--- config.mk ---
export PLATFORM = sky130hd
export DESIGN_NAME = npc_sequencer
export DESIGN_NICKNAME = d
export VERILOG_FILES = /design/src/rtl/npc_pkg.sv /design/src/rtl/npc_target.sv /design/src/rtl/npc_cond.sv /design/src/rtl/npc_stack.sv /design/src/rtl/npc_sequencer.sv
export SDC_FILE = /design/constraint.sdc
export NUM_CORES = 1
export LEC_CHECK = 0
export BUFFER_PORTS_ARGS = -buffer_cell sky130_fd_sc_hd__buf_2
export CAP_MARGIN = 20
export CORE_MARGIN = 2
export CORE_UTILIZATION = 45
export DETAILED_ROUTE_END_ITERATION = 7
export PLACE_DENSITY = 0.69
export SLEW_MARGIN = 20
export SYNTH_ARGS = -nofsm -noshare
export SYNTH_HDL_FRONTEND = slang
export SYNTH_SLANG_ARGS = --single-unit
--- constraint.sdc ---
create_clock -name clk -period 2.6 [get_ports clk]
set_input_delay 0.13 -clock clk [delete_from_list [all_inputs] [get_ports clk]]
set_output_delay 0.13 -clock clk [all_outputs]
set_load 0.005 [all_outputs]
--- src/rtl/npc_pkg.sv ---
package npc_pkg;
  typedef enum logic [3:0] {
    K_SEQ    = 4'd0,
    K_LONG   = 4'd1,
    K_PAGE   = 4'd2,
    K_REL    = 4'd3,
    K_INDIR  = 4'd4,
    K_JZ     = 4'd5,
    K_JNZ    = 4'd6,
    K_DJNZ   = 4'd7,
    K_CJNE   = 4'd8,
    K_CALL_L = 4'd9,
    K_CALL_P = 4'd10,
    K_RET    = 4'd11,
    K_TBL_DP = 4'd12,
    K_TBL_PC = 4'd13
  } npc_kind_e;
endpackage

--- src/rtl/npc_target.sv ---
module npc_target #(
  parameter int PC_W   = 16,
  parameter int D_W    = 8,
  parameter int PAGE_W = 11
) (
  input  logic [PC_W-1:0]   pc_seq,
  input  logic [PAGE_W-1:0] imm_page,
  input  logic [D_W-1:0]    rel_off,
  input  logic [D_W-1:0]    acc,
  input  logic [PC_W-1:0]   dptr,
  output logic [PC_W-1:0]   t_page,
  output logic [PC_W-1:0]   t_rel,
  output logic [PC_W-1:0]   t_indir,
  output logic [PC_W-1:0]   t_tbl_pc
);
  localparam int EXT_W = PC_W - D_W;

  logic [PC_W-1:0] rel_sx;
  logic [PC_W-1:0] acc_zx;

  assign rel_sx   = {{EXT_W{rel_off[D_W-1]}}, rel_off};
  assign acc_zx   = {{EXT_W{1'b0}}, acc};
  assign t_rel    = pc_seq + rel_sx;
  assign t_indir  = dptr + acc_zx;
  assign t_tbl_pc = pc_seq + acc_zx;

  generate
    if (PAGE_W < PC_W) begin : g_paged
      assign t_page = {pc_seq[PC_W-1:PAGE_W], imm_page};
    end else begin : g_flat
      assign t_page = imm_page[PC_W-1:0];
    end
  endgenerate
endmodule

--- src/rtl/npc_cond.sv ---
module npc_cond
  import npc_pkg::*;
#(
  parameter int D_W = 8
) (
  input  npc_kind_e      kind,
  input  logic [D_W-1:0] acc,
  input  logic [D_W-1:0] opnd_a,
  input  logic [D_W-1:0] opnd_b,
  output logic           cond_taken,
  output logic [D_W-1:0] dec_val,
  output logic           lt_flag
);
  assign dec_val = opnd_a - D_W'(1);
  assign lt_flag = (opnd_a < opnd_b);

  always_comb begin
    case (kind)
      K_JZ:    cond_taken = (acc == '0);
      K_JNZ:   cond_taken = (acc != '0);
      K_DJNZ:  cond_taken = (dec_val != '0);
      K_CJNE:  cond_taken = (opnd_a != opnd_b);
      default: cond_taken = 1'b0;
    endcase
  end
endmodule

--- src/rtl/npc_stack.sv ---
module npc_stack #(
  parameter int                PC_W   = 16,
  parameter int                D_W    = 8,
  parameter int                SP_W   = 8,
  parameter logic [SP_W-1:0]   SP_RST = 8'h07
) (
  input  logic            clk,
  input  logic            rst,
  input  logic            start_call,
  input  logic            start_ret,
  input  logic [PC_W-1:0] ret_addr,
  input  logic [D_W-1:0]  mem_rdata,
  output logic            busy,
  output logic            push_fin,
  output logic            pop_fin,
  output logic [PC_W-1:0] pop_addr,
  output logic [SP_W-1:0] sp,
  output logic            mem_we,
  output logic            mem_re,
  output logic [SP_W-1:0] mem_addr,
  output logic [D_W-1:0]  mem_wdata
);
  typedef enum logic [2:0] {
    S_IDLE, S_PUSH_LO, S_PUSH_HI, S_POP_HI, S_POP_LO, S_POP_FIN
  } stk_state_e;

  stk_state_e      st;
  logic [PC_W-1:0] ret_q;
  logic [D_W-1:0]  hi_q;

  always_ff @(posedge clk) begin
    if (rst) begin
      st    <= S_IDLE;
      sp    <= SP_RST;
      ret_q <= '0;
      hi_q  <= '0;
    end else begin
      case (st)
        S_IDLE: begin
          if (start_call) begin
            ret_q <= ret_addr;
            st    <= S_PUSH_LO;
          end else if (start_ret) begin
            st <= S_POP_HI;
          end
        end
        S_PUSH_LO: begin
          sp <= sp + SP_W'(1);
          st <= S_PUSH_HI;
        end
        S_PUSH_HI: begin
          sp <= sp + SP_W'(1);
          st <= S_IDLE;
        end
        S_POP_HI: begin
          sp <= sp - SP_W'(1);
          st <= S_POP_LO;
        end
        S_POP_LO: begin
          hi_q <= mem_rdata;
          sp   <= sp - SP_W'(1);
          st   <= S_POP_FIN;
        end
        S_POP_FIN: st <= S_IDLE;
        default:   st <= S_IDLE;
      endcase
    end
  end

  assign busy      = (st != S_IDLE);
  assign mem_we    = (st == S_PUSH_LO) || (st == S_PUSH_HI);
  assign mem_re    = (st == S_POP_HI) || (st == S_POP_LO);
  assign mem_addr  = mem_we ? (sp + SP_W'(1)) : sp;
  assign mem_wdata = (st == S_PUSH_LO) ? ret_q[D_W-1:0] : ret_q[PC_W-1:D_W];
  assign push_fin  = (st == S_PUSH_HI);
  assign pop_fin   = (st == S_POP_FIN);
  assign pop_addr  = {hi_q, mem_rdata};
endmodule

--- src/rtl/npc_sequencer.sv ---
module npc_sequencer
  import npc_pkg::*;
#(
  parameter int              PC_W   = 16,
  parameter int              D_W    = 8,
  parameter int              PAGE_W = 11,
  parameter int              SP_W   = 8,
  parameter logic [SP_W-1:0] SP_RST = 8'h07
) (
  input  logic              clk,
  input  logic              rst,
  input  logic              op_valid,
  input  logic [3:0]        op_kind,
  input  logic [PC_W-1:0]   pc_seq,
  input  logic [PC_W-1:0]   imm_long,
  input  logic [PAGE_W-1:0] imm_page,
  input  logic [D_W-1:0]    rel_off,
  input  logic [D_W-1:0]    acc,
  input  logic [PC_W-1:0]   dptr,
  input  logic [D_W-1:0]    opnd_a,
  input  logic [D_W-1:0]    opnd_b,
  input  logic [D_W-1:0]    mem_rdata,
  output logic              busy,
  output logic              done,
  output logic [PC_W-1:0]   pc_out,
  output logic              taken,
  output logic              dec_we,
  output logic [D_W-1:0]    dec_out,
  output logic              carry_we,
  output logic              carry_out,
  output logic              code_rd,
  output logic [PC_W-1:0]   code_addr,
  output logic [SP_W-1:0]   sp_out,
  output logic              mem_we,
  output logic              mem_re,
  output logic [SP_W-1:0]   mem_addr,
  output logic [D_W-1:0]    mem_wdata
);
  npc_kind_e       kind;
  logic            accept;
  logic [PC_W-1:0] t_page, t_rel, t_indir, t_tbl_pc;
  logic            cond_taken, lt_flag;
  logic [D_W-1:0]  dec_val;
  logic            start_call, start_ret;
  logic            push_fin, pop_fin;
  logic [PC_W-1:0] pop_addr;
  logic [PC_W-1:0] call_tgt;

  assign kind       = npc_kind_e'(op_kind);
  assign accept     = op_valid && !busy;
  assign start_call = accept && (kind == K_CALL_L || kind == K_CALL_P);
  assign start_ret  = accept && (kind == K_RET);

  npc_target #(.PC_W(PC_W), .D_W(D_W), .PAGE_W(PAGE_W)) u_target (
    .pc_seq  (pc_seq),
    .imm_page(imm_page),
    .rel_off (rel_off),
    .acc     (acc),
    .dptr    (dptr),
    .t_page  (t_page),
    .t_rel   (t_rel),
    .t_indir (t_indir),
    .t_tbl_pc(t_tbl_pc)
  );

  npc_cond #(.D_W(D_W)) u_cond (
    .kind      (kind),
    .acc       (acc),
    .opnd_a    (opnd_a),
    .opnd_b    (opnd_b),
    .cond_taken(cond_taken),
    .dec_val   (dec_val),
    .lt_flag   (lt_flag)
  );

  npc_stack #(.PC_W(PC_W), .D_W(D_W), .SP_W(SP_W), .SP_RST(SP_RST)) u_stack (
    .clk       (clk),
    .rst       (rst),
    .start_call(start_call),
    .start_ret (start_ret),
    .ret_addr  (pc_seq),
    .mem_rdata (mem_rdata),
    .busy      (busy),
    .push_fin  (push_fin),
    .pop_fin   (pop_fin),
    .pop_addr  (pop_addr),
    .sp        (sp_out),
    .mem_we    (mem_we),
    .mem_re    (mem_re),
    .mem_addr  (mem_addr),
    .mem_wdata (mem_wdata)
  );

  always_ff @(posedge clk) begin
    if (rst) begin
      pc_out    <= '0;
      done      <= 1'b0;
      taken     <= 1'b0;
      dec_we    <= 1'b0;
      dec_out   <= '0;
      carry_we  <= 1'b0;
      carry_out <= 1'b0;
      code_rd   <= 1'b0;
      code_addr <= '0;
      call_tgt  <= '0;
    end else begin
      done     <= 1'b0;
      dec_we   <= 1'b0;
      carry_we <= 1'b0;
      code_rd  <= 1'b0;
      if (accept) begin
        case (kind)
          K_LONG:   begin pc_out <= imm_long; taken <= 1'b1; done <= 1'b1; end
          K_PAGE:   begin pc_out <= t_page;   taken <= 1'b1; done <= 1'b1; end
          K_REL:    begin pc_out <= t_rel;    taken <= 1'b1; done <= 1'b1; end
          K_INDIR:  begin pc_out <= t_indir;  taken <= 1'b1; done <= 1'b1; end
          K_JZ, K_JNZ, K_DJNZ, K_CJNE: begin
            pc_out <= cond_taken ? t_rel : pc_seq;
            taken  <= cond_taken;
            done   <= 1'b1;
            if (kind == K_DJNZ) begin
              dec_out <= dec_val;
              dec_we  <= 1'b1;
            end
            if (kind == K_CJNE) begin
              carry_out <= lt_flag;
              carry_we  <= 1'b1;
            end
          end
          K_CALL_L: call_tgt <= imm_long;
          K_CALL_P: call_tgt <= t_page;
          K_RET:    ;
          K_TBL_DP: begin
            code_addr <= t_indir; code_rd <= 1'b1;
            pc_out <= pc_seq; taken <= 1'b0; done <= 1'b1;
          end
          K_TBL_PC: begin
            code_addr <= t_tbl_pc; code_rd <= 1'b1;
            pc_out <= pc_seq; taken <= 1'b0; done <= 1'b1;
          end
          default:  begin pc_out <= pc_seq; taken <= 1'b0; done <= 1'b1; end
        endcase
      end else if (push_fin) begin
        pc_out <= call_tgt;
        taken  <= 1'b1;
        done   <= 1'b1;
      end else if (pop_fin) begin
        pc_out <= pop_addr;
        taken  <= 1'b1;
        done   <= 1'b1;
      end
    end
  end
endmodule

Word level (Yosys, flattened, before mapping) --
Index checks and enable logic that the tools add are counted.
Word-level totals: word-level logic and storage cells 99, output and inout bits 73, bits in registers 97, bits of input ports 106
Cells by class: add/subtract/negate cells 6, multiplexer cells 25, bitwise gates (word level) 2, reductions and logical operators 30, equality and inequality tests 21, order comparisons 1
Operator list (number):
- 16-bit one-hot mux with 6 select lines | 1
- 16-bit two-way mux | 4
- 16-bit one-hot mux with 2 select lines | 2
- 16-bit by 8-bit adder with 16-bit output | 2
- 4-bit == test, second input constant | 6
- 16-bit adder | 1
- 4-bit by 3-bit == test with 1-bit output, second input constant | 4
- 8-bit two-way mux | 2
- 8-bit one-hot mux with 2 select lines | 1
- 8-bit nonzero test | 2
- 8-bit by 1-bit subtractor with 8-bit output, second input constant | 2
- 3-bit one-hot mux with 4 select lines | 1
- 1-bit two-way mux | 10
- 8-bit by 1-bit adder with 8-bit output, second input constant | 1
- 4-bit by 2-bit == test with 1-bit output, second input constant | 2
- 8-bit zero test | 1
- 8-bit less-than comparator | 1
- 8-bit != test | 1
- 2-bit AND reduction | 4
- 2-bit OR reduction | 4
- 4-bit OR reduction | 2
- 3-bit by 2-bit == test with 1-bit output, second input constant | 2
- 3-bit == test, second input constant | 2
- 3-bit two-way mux | 2
- 15 further kinds | 25

Logic depth before layout (Yosys ltp) --
word-level depth 7, gate-level depth with buffers 10, gate-level depth less buffers 10

Hierarchy --
Synthesis repeated with hierarchy kept, for this count alone.
Unflattened totals: cells, all modules 993, area total of the unflattened synthesis 8090.3 um^2
Modules (own cells, without submodules):
- npc_sequencer | cells an instance 493, instances 1, area each 4015.1 um^2, sequential area each 1241.2 um^2
- npc_stack | cells an instance 206, instances 1, area each 1843.0 um^2, sequential area each 700.7 um^2
- npc_target | cells an instance 231, instances 1, area each 1765.4 um^2, sequential area each 0.0 um^2
- npc_cond | cells an instance 63, instances 1, area each 466.7 um^2, sequential area each 0.0 um^2

Worst setup path before layout --
Ideal clock, no wire load.
path kind input -> register, from input acc[0], to register pc_out[10], library setup time 0.103 ns, setup slack 0.535 ns, stages on the path 10, path buffers 0, arrival time 1.961 ns, cells stage by stage ha_1 > inv_1 > fa_1 > nand2b_1 > a21o_1 > nand3_1 > nand4_1 > xnor2_1 > a221oi_2 > a2111oi_2
On the way: word-level cells in the longest chain between the ends 5, elaborated cells between the ends (all ways) 7, those cells by class add/sub (1); mux (4); reduce/logical (2)
RTL lines:
- start: declaration | line npc_sequencer.sv:18 | input logic [D_W-1:0] acc,
- parallel branches: the longest is 3 deep, another holds 16-bit by 8-bit adder with 16-bit output
- 16-bit one-hot mux with 6 select lines (*) | line npc_sequencer.sv:112 | case (kind)
- 16-bit two-way mux (*) | line npc_sequencer.sv:111 | if (accept) begin
- end signal: assignment | line npc_sequencer.sv:118 | pc_out <= cond_taken ? t_rel : pc_seq;
- end signal: assignment | line npc_sequencer.sv:144 | pc_out <= call_tgt;
- end signal: assignment | line npc_sequencer.sv:148 | pc_out <= pop_addr;
- end: declaration | line npc_sequencer.sv:25 | output logic [PC_W-1:0] pc_out,
Every way passes the cells marked *. A chain may end at the register's enable or synchronous reset.

Worst setup path after layout --
from register u_stack.st[0], to register pc_out[6]
On the way: word-level cells in the longest chain between the ends 5, elaborated cells between the ends (all ways) 10, those cells by class eq/ne (3); mux (2); reduce/logical (5)
RTL lines:
- start: declaration | line npc_stack.sv:27 | stk_state_e st;
- start signal: assignment | line npc_stack.sv:33 | st <= S_IDLE;
- start signal: assignment | line npc_stack.sv:42 | st <= S_PUSH_LO;
- start signal: assignment | line npc_stack.sv:44 | st <= S_POP_HI;
- 3-bit nonzero test | line npc_stack.sv:70 | assign busy = (st != S_IDLE);
- 1-bit zero test | line npc_sequencer.sv:50 | assign accept = op_valid && !busy;
- 1-bit logical AND | line npc_sequencer.sv:50
- 2-bit != test (no line) / 3-bit nonzero test (equally long branches)
- 2-bit AND reduction (no line)
Several ways; a longest one is shown, not always the timed one.

==> impl_metrics.json <==
{
  "powerDensity_nw_per_um2": 494,
  "synthAdderAreaFrac": 0.0836,
  "r2r_slack_ns": 0.08,
  "synthCells": 917,
  "die_h_um": 130,
  "synth_top_family_by_area": "simple AND/OR/NAND/NOR gates",
  "pwr-share-comb": 0.250,
  "endpoint_kind": "flop",
  "hold_depth": 2,
  "drcViolationCount": 0,
  "total_power_mw": 4.29,
  "finalNetCount": 1236,
  "vias": 7385,
  "ys_async_sr_fraction": 0,
  "grt_pass1_vias": 6698,
  "ys_seq_area_frac": 0.271,
  "placementRows": 46,
  "core_um2": 15700,
  "synth_area_um2": 7160,
  "initial_utilization": 0.456,
  "wl_met2_mm": 10.1,
  "hold_start": "opnd_a[0]",
  "ir_worst_vdd_uv": 370,
  "cp_max_fo": 18,
  "clock_skew_ns": 0.0121,
  "synth_common_cells": "nand2_1, nor2_1, dfxtp_1, a21oi_1, xnor2_1",
  "antenna_found_initial": 0,
  "rr_worst_depth": 7,
  "grt_start_max_net_pins": 49,
  "cp.required_ns": 2.82,
  "yosys.area.top_type_share": 0.271,
  "crit_type": "flop to flop",
  "clk_pin_slew_ns": 0.08,
  "dpl.hpwl_mm": 17.9,
  "setup_violations": 0,
  "synthTopCellsByArea": "dfxtp_1, ha_1, nand2_1, nor2_1, xnor2_1",
  "grt_pass1_wl_mm": 35.3,
  "cpPeakStageDelay_ns": 0.74,
  "synth_compound_area_frac": 0.230,
  "status": "finished clean",
  "wl_per_cell_um": 17.4,
  "place.gp.congestion": 0.967,
  "final_core_utilization": 0.553,
  "muxShareOfSynthArea": 0.0475,
  "highest_layer": "met4",
  "synth_warnings": 0,
  "clkPwrFrac": 0.381,
  "crit_top_cell": "buf_4",
  "synth_simple_gate_area_frac": 0.240,
  "finalCriticalPeriod_ns": 2.52,
  "wl_mm": 22.7,
  "placedCellCount": 1289,
  "clock_latency_ns": 0.36,
  "p_sw_mw": 1.30,
  "fillers": 1544,
  "synth_largest_area_cell": "dfxtp_1",
  "endpoint": "pc_out[6]",
  "cp_cell_sequence": "buf_4, nor3_1, nand2_1, buf_4, a221o_1, a2111oi_0, o21ai_0",
  "ys.flop_type": "dfxtp_1",
  "grt-ovfl-total": 0,
  "h-tree-depth": 3,
  "drv_cap": 0,
  "vias_per_cell": 5.66,
  "synth.most_common_cell": "nand2_1",
  "antenna_cells": 0,
  "antenna_left": 0,
  "synth-xor-area-share": 0.0746,
  "worst_pin_slew_ns": 0.817,
  "yosysUniqueCellTypes": 73,
  "area_delta_synth_final_pct": 21.4,
  "tritoncts": "yes",
  "dieArea_um2": 16900,
  "finalHoldViolCount": 0,
  "numCtsBuffers": 9,
  "synth_nets": 1069,
  "grtUsageTotal": 0.268,
  "chipWidth_um": 130,
  "final_layout_size_suffix_gt1_frac": 0.241,
  "avgSynthCellArea_um2": 7.81,
  "fin_cells": 1305,
  "cts.sinks": 97,
  "cts_resized": 0,
  "p_leak_nw": 3.76,
  "worstReg2RegStart": "u_stack.st[0]",
  "io_pins": 179,
  "setup_tns_ns": 0,
  "relSlewSlack": 0.441,
  "p_sw_frac": 0.303,
  "critPathLaunchType": "flop",
  "cts_hold_buf": 0,
  "rsz0062_at_grt": "false",
  "hold_class": "input pin to flop",
  "p_seq_frac": 0.369,
  "cts_setup_buffers": 0,
  "crit_arrival_ns": 2.74,
  "slew_violations": 0,
  "reg2reg_to": "pc_out[6]",
  "numPortBuffers": 178,
  "worstSetupStartpoint": "u_stack.st[0]",
  "p_int_mw": 2.99,
  "dr_wl_met3_mm": 1.51,
  "m1WireLength_mm": 10.4,
  "drt-pass1-iter-count": 5,
  "synth-edff-count": 0,
  "post-route-period-util": 0.969,
  "synth_seq_cells": 97,
  "cts_buffer_depth": 2,
  "slowest_stage": "a2111oi_0",
  "fmax_mhz": 397,
  "cts_root_buf": "clkbuf_16",
  "drt_iter0_markers": 610
}
[registers in the layout, indices dropped and copies added (netlist names)]
| signal | cells |
|---|---|
| pc_out | 16 |
| u_stack.ret_q | 16 |
| u_stack.sp | 8 |
| u_stack.hi_q | 8 |
| dec_out | 8 |
| done | 1 |
| call_tgt | 16 |
| carry_out | 1 |
| taken | 1 |
| code_rd | 1 |
| carry_we | 1 |
| u_stack.st | 3 |
| code_addr | 16 |
| dec_we | 1 |
[cell type report]
cell class / instances / area (um^2) / share of cell area
inverter: 28 / 105 / 0.0121
multi-input combinational: 738 / 4840 / 0.557
clock buffer: 11 / 253 / 0.0291
tap: 216 / 270 / 0.0311
clock inverter: 5 / 110 / 0.0127
timing repair buffer: 210 / 1170 / 0.135
sequential: 97 / 1940 / 0.224
[worst min-delay path by stage]
stage	end	slack, ns
6_report	dec_out[0]	0.04
3_5_place_dp	dec_out[0]	0.41
3_3_place_gp	u_stack.hi_q[0]	0.40
5_1_grt	u_stack.hi_q[3]	0.05
4_1_cts	dec_out[0]	0.03
2_1_floorplan	dec_out[0]	0.23
[critical path, delay by kind of cell, from the launching register on]
kind                   cells  cell delay (ns)
AOI/OAI and AO/OA          3             1.21
buffers and inverters      2             0.38
DFF                        1             0.31
and+or+nand+nor            2             0.48
[layout by cell type, fill, tap and decap left out, types with 7 or more instances in the layout]
cell and instances:
a21o_1 11, o211ai_1 10, a211oi_1 35, nor2_1 108
dfxtp_1 97, mux2_2 8, o21ai_0 25, buf_2 178
a221oi_1 16, mux2i_1 25, xor2_1 15, nand2b_1 18
nor4_1 7, nand2_1 134, and3_1 8, clkbuf_16 9
a21oi_1 61, ha_1 43, a31oi_1 8, nor3_1 18
nand4_1 9, inv_1 27, buf_4 29, nand3_1 26
xnor2_1 46
[power by group through the flow]
| stage | Combinational (mW) | Sequential, mW | Clock, mW |
|---|---|---|---|
| 2_1_floorplan | 0.680 | 1.61 | 0 |
| 3_3_place_gp | 1.05 | 1.62 | 0 |
| 3_5_place_dp | 1.05 | 1.62 | 0 |
| 4_1_cts | 1.06 | 1.58 | 1.64 |
| 5_1_grt | 1.18 | 1.59 | 1.72 |
| 6_report | 1.07 | 1.58 | 1.64 |
[logic make-up after synthesis]
logic type                 after synthesis
AOI/OAI and AO/OA                      230
xor gates and xnor gates                61
adders and majority gates               46
buffers and inverters                   82
DFF                                     97
muxes                                   33
and+or+nand+nor                        368
[layer usage]
layer  vias up  track usage
met1      3417        0.380
met2       288        0.421
met5         -            0
li1       3637            -
met3        43       0.0344
met4         0       0.0886
[through the flow]
step                hold WS, ns  worst slack (ns)  instance area [um^2]
floorplan                 0.226             0.535                  7160
global placement          0.403            0.0316                  8330
detailed placement        0.411            0.0105                  8330
CTS                      0.0338             0.204                  8690
global route             0.0474            0.0512                  8690
finish                   0.0393            0.0814                  8690
(Power assumes the default switching activity.)
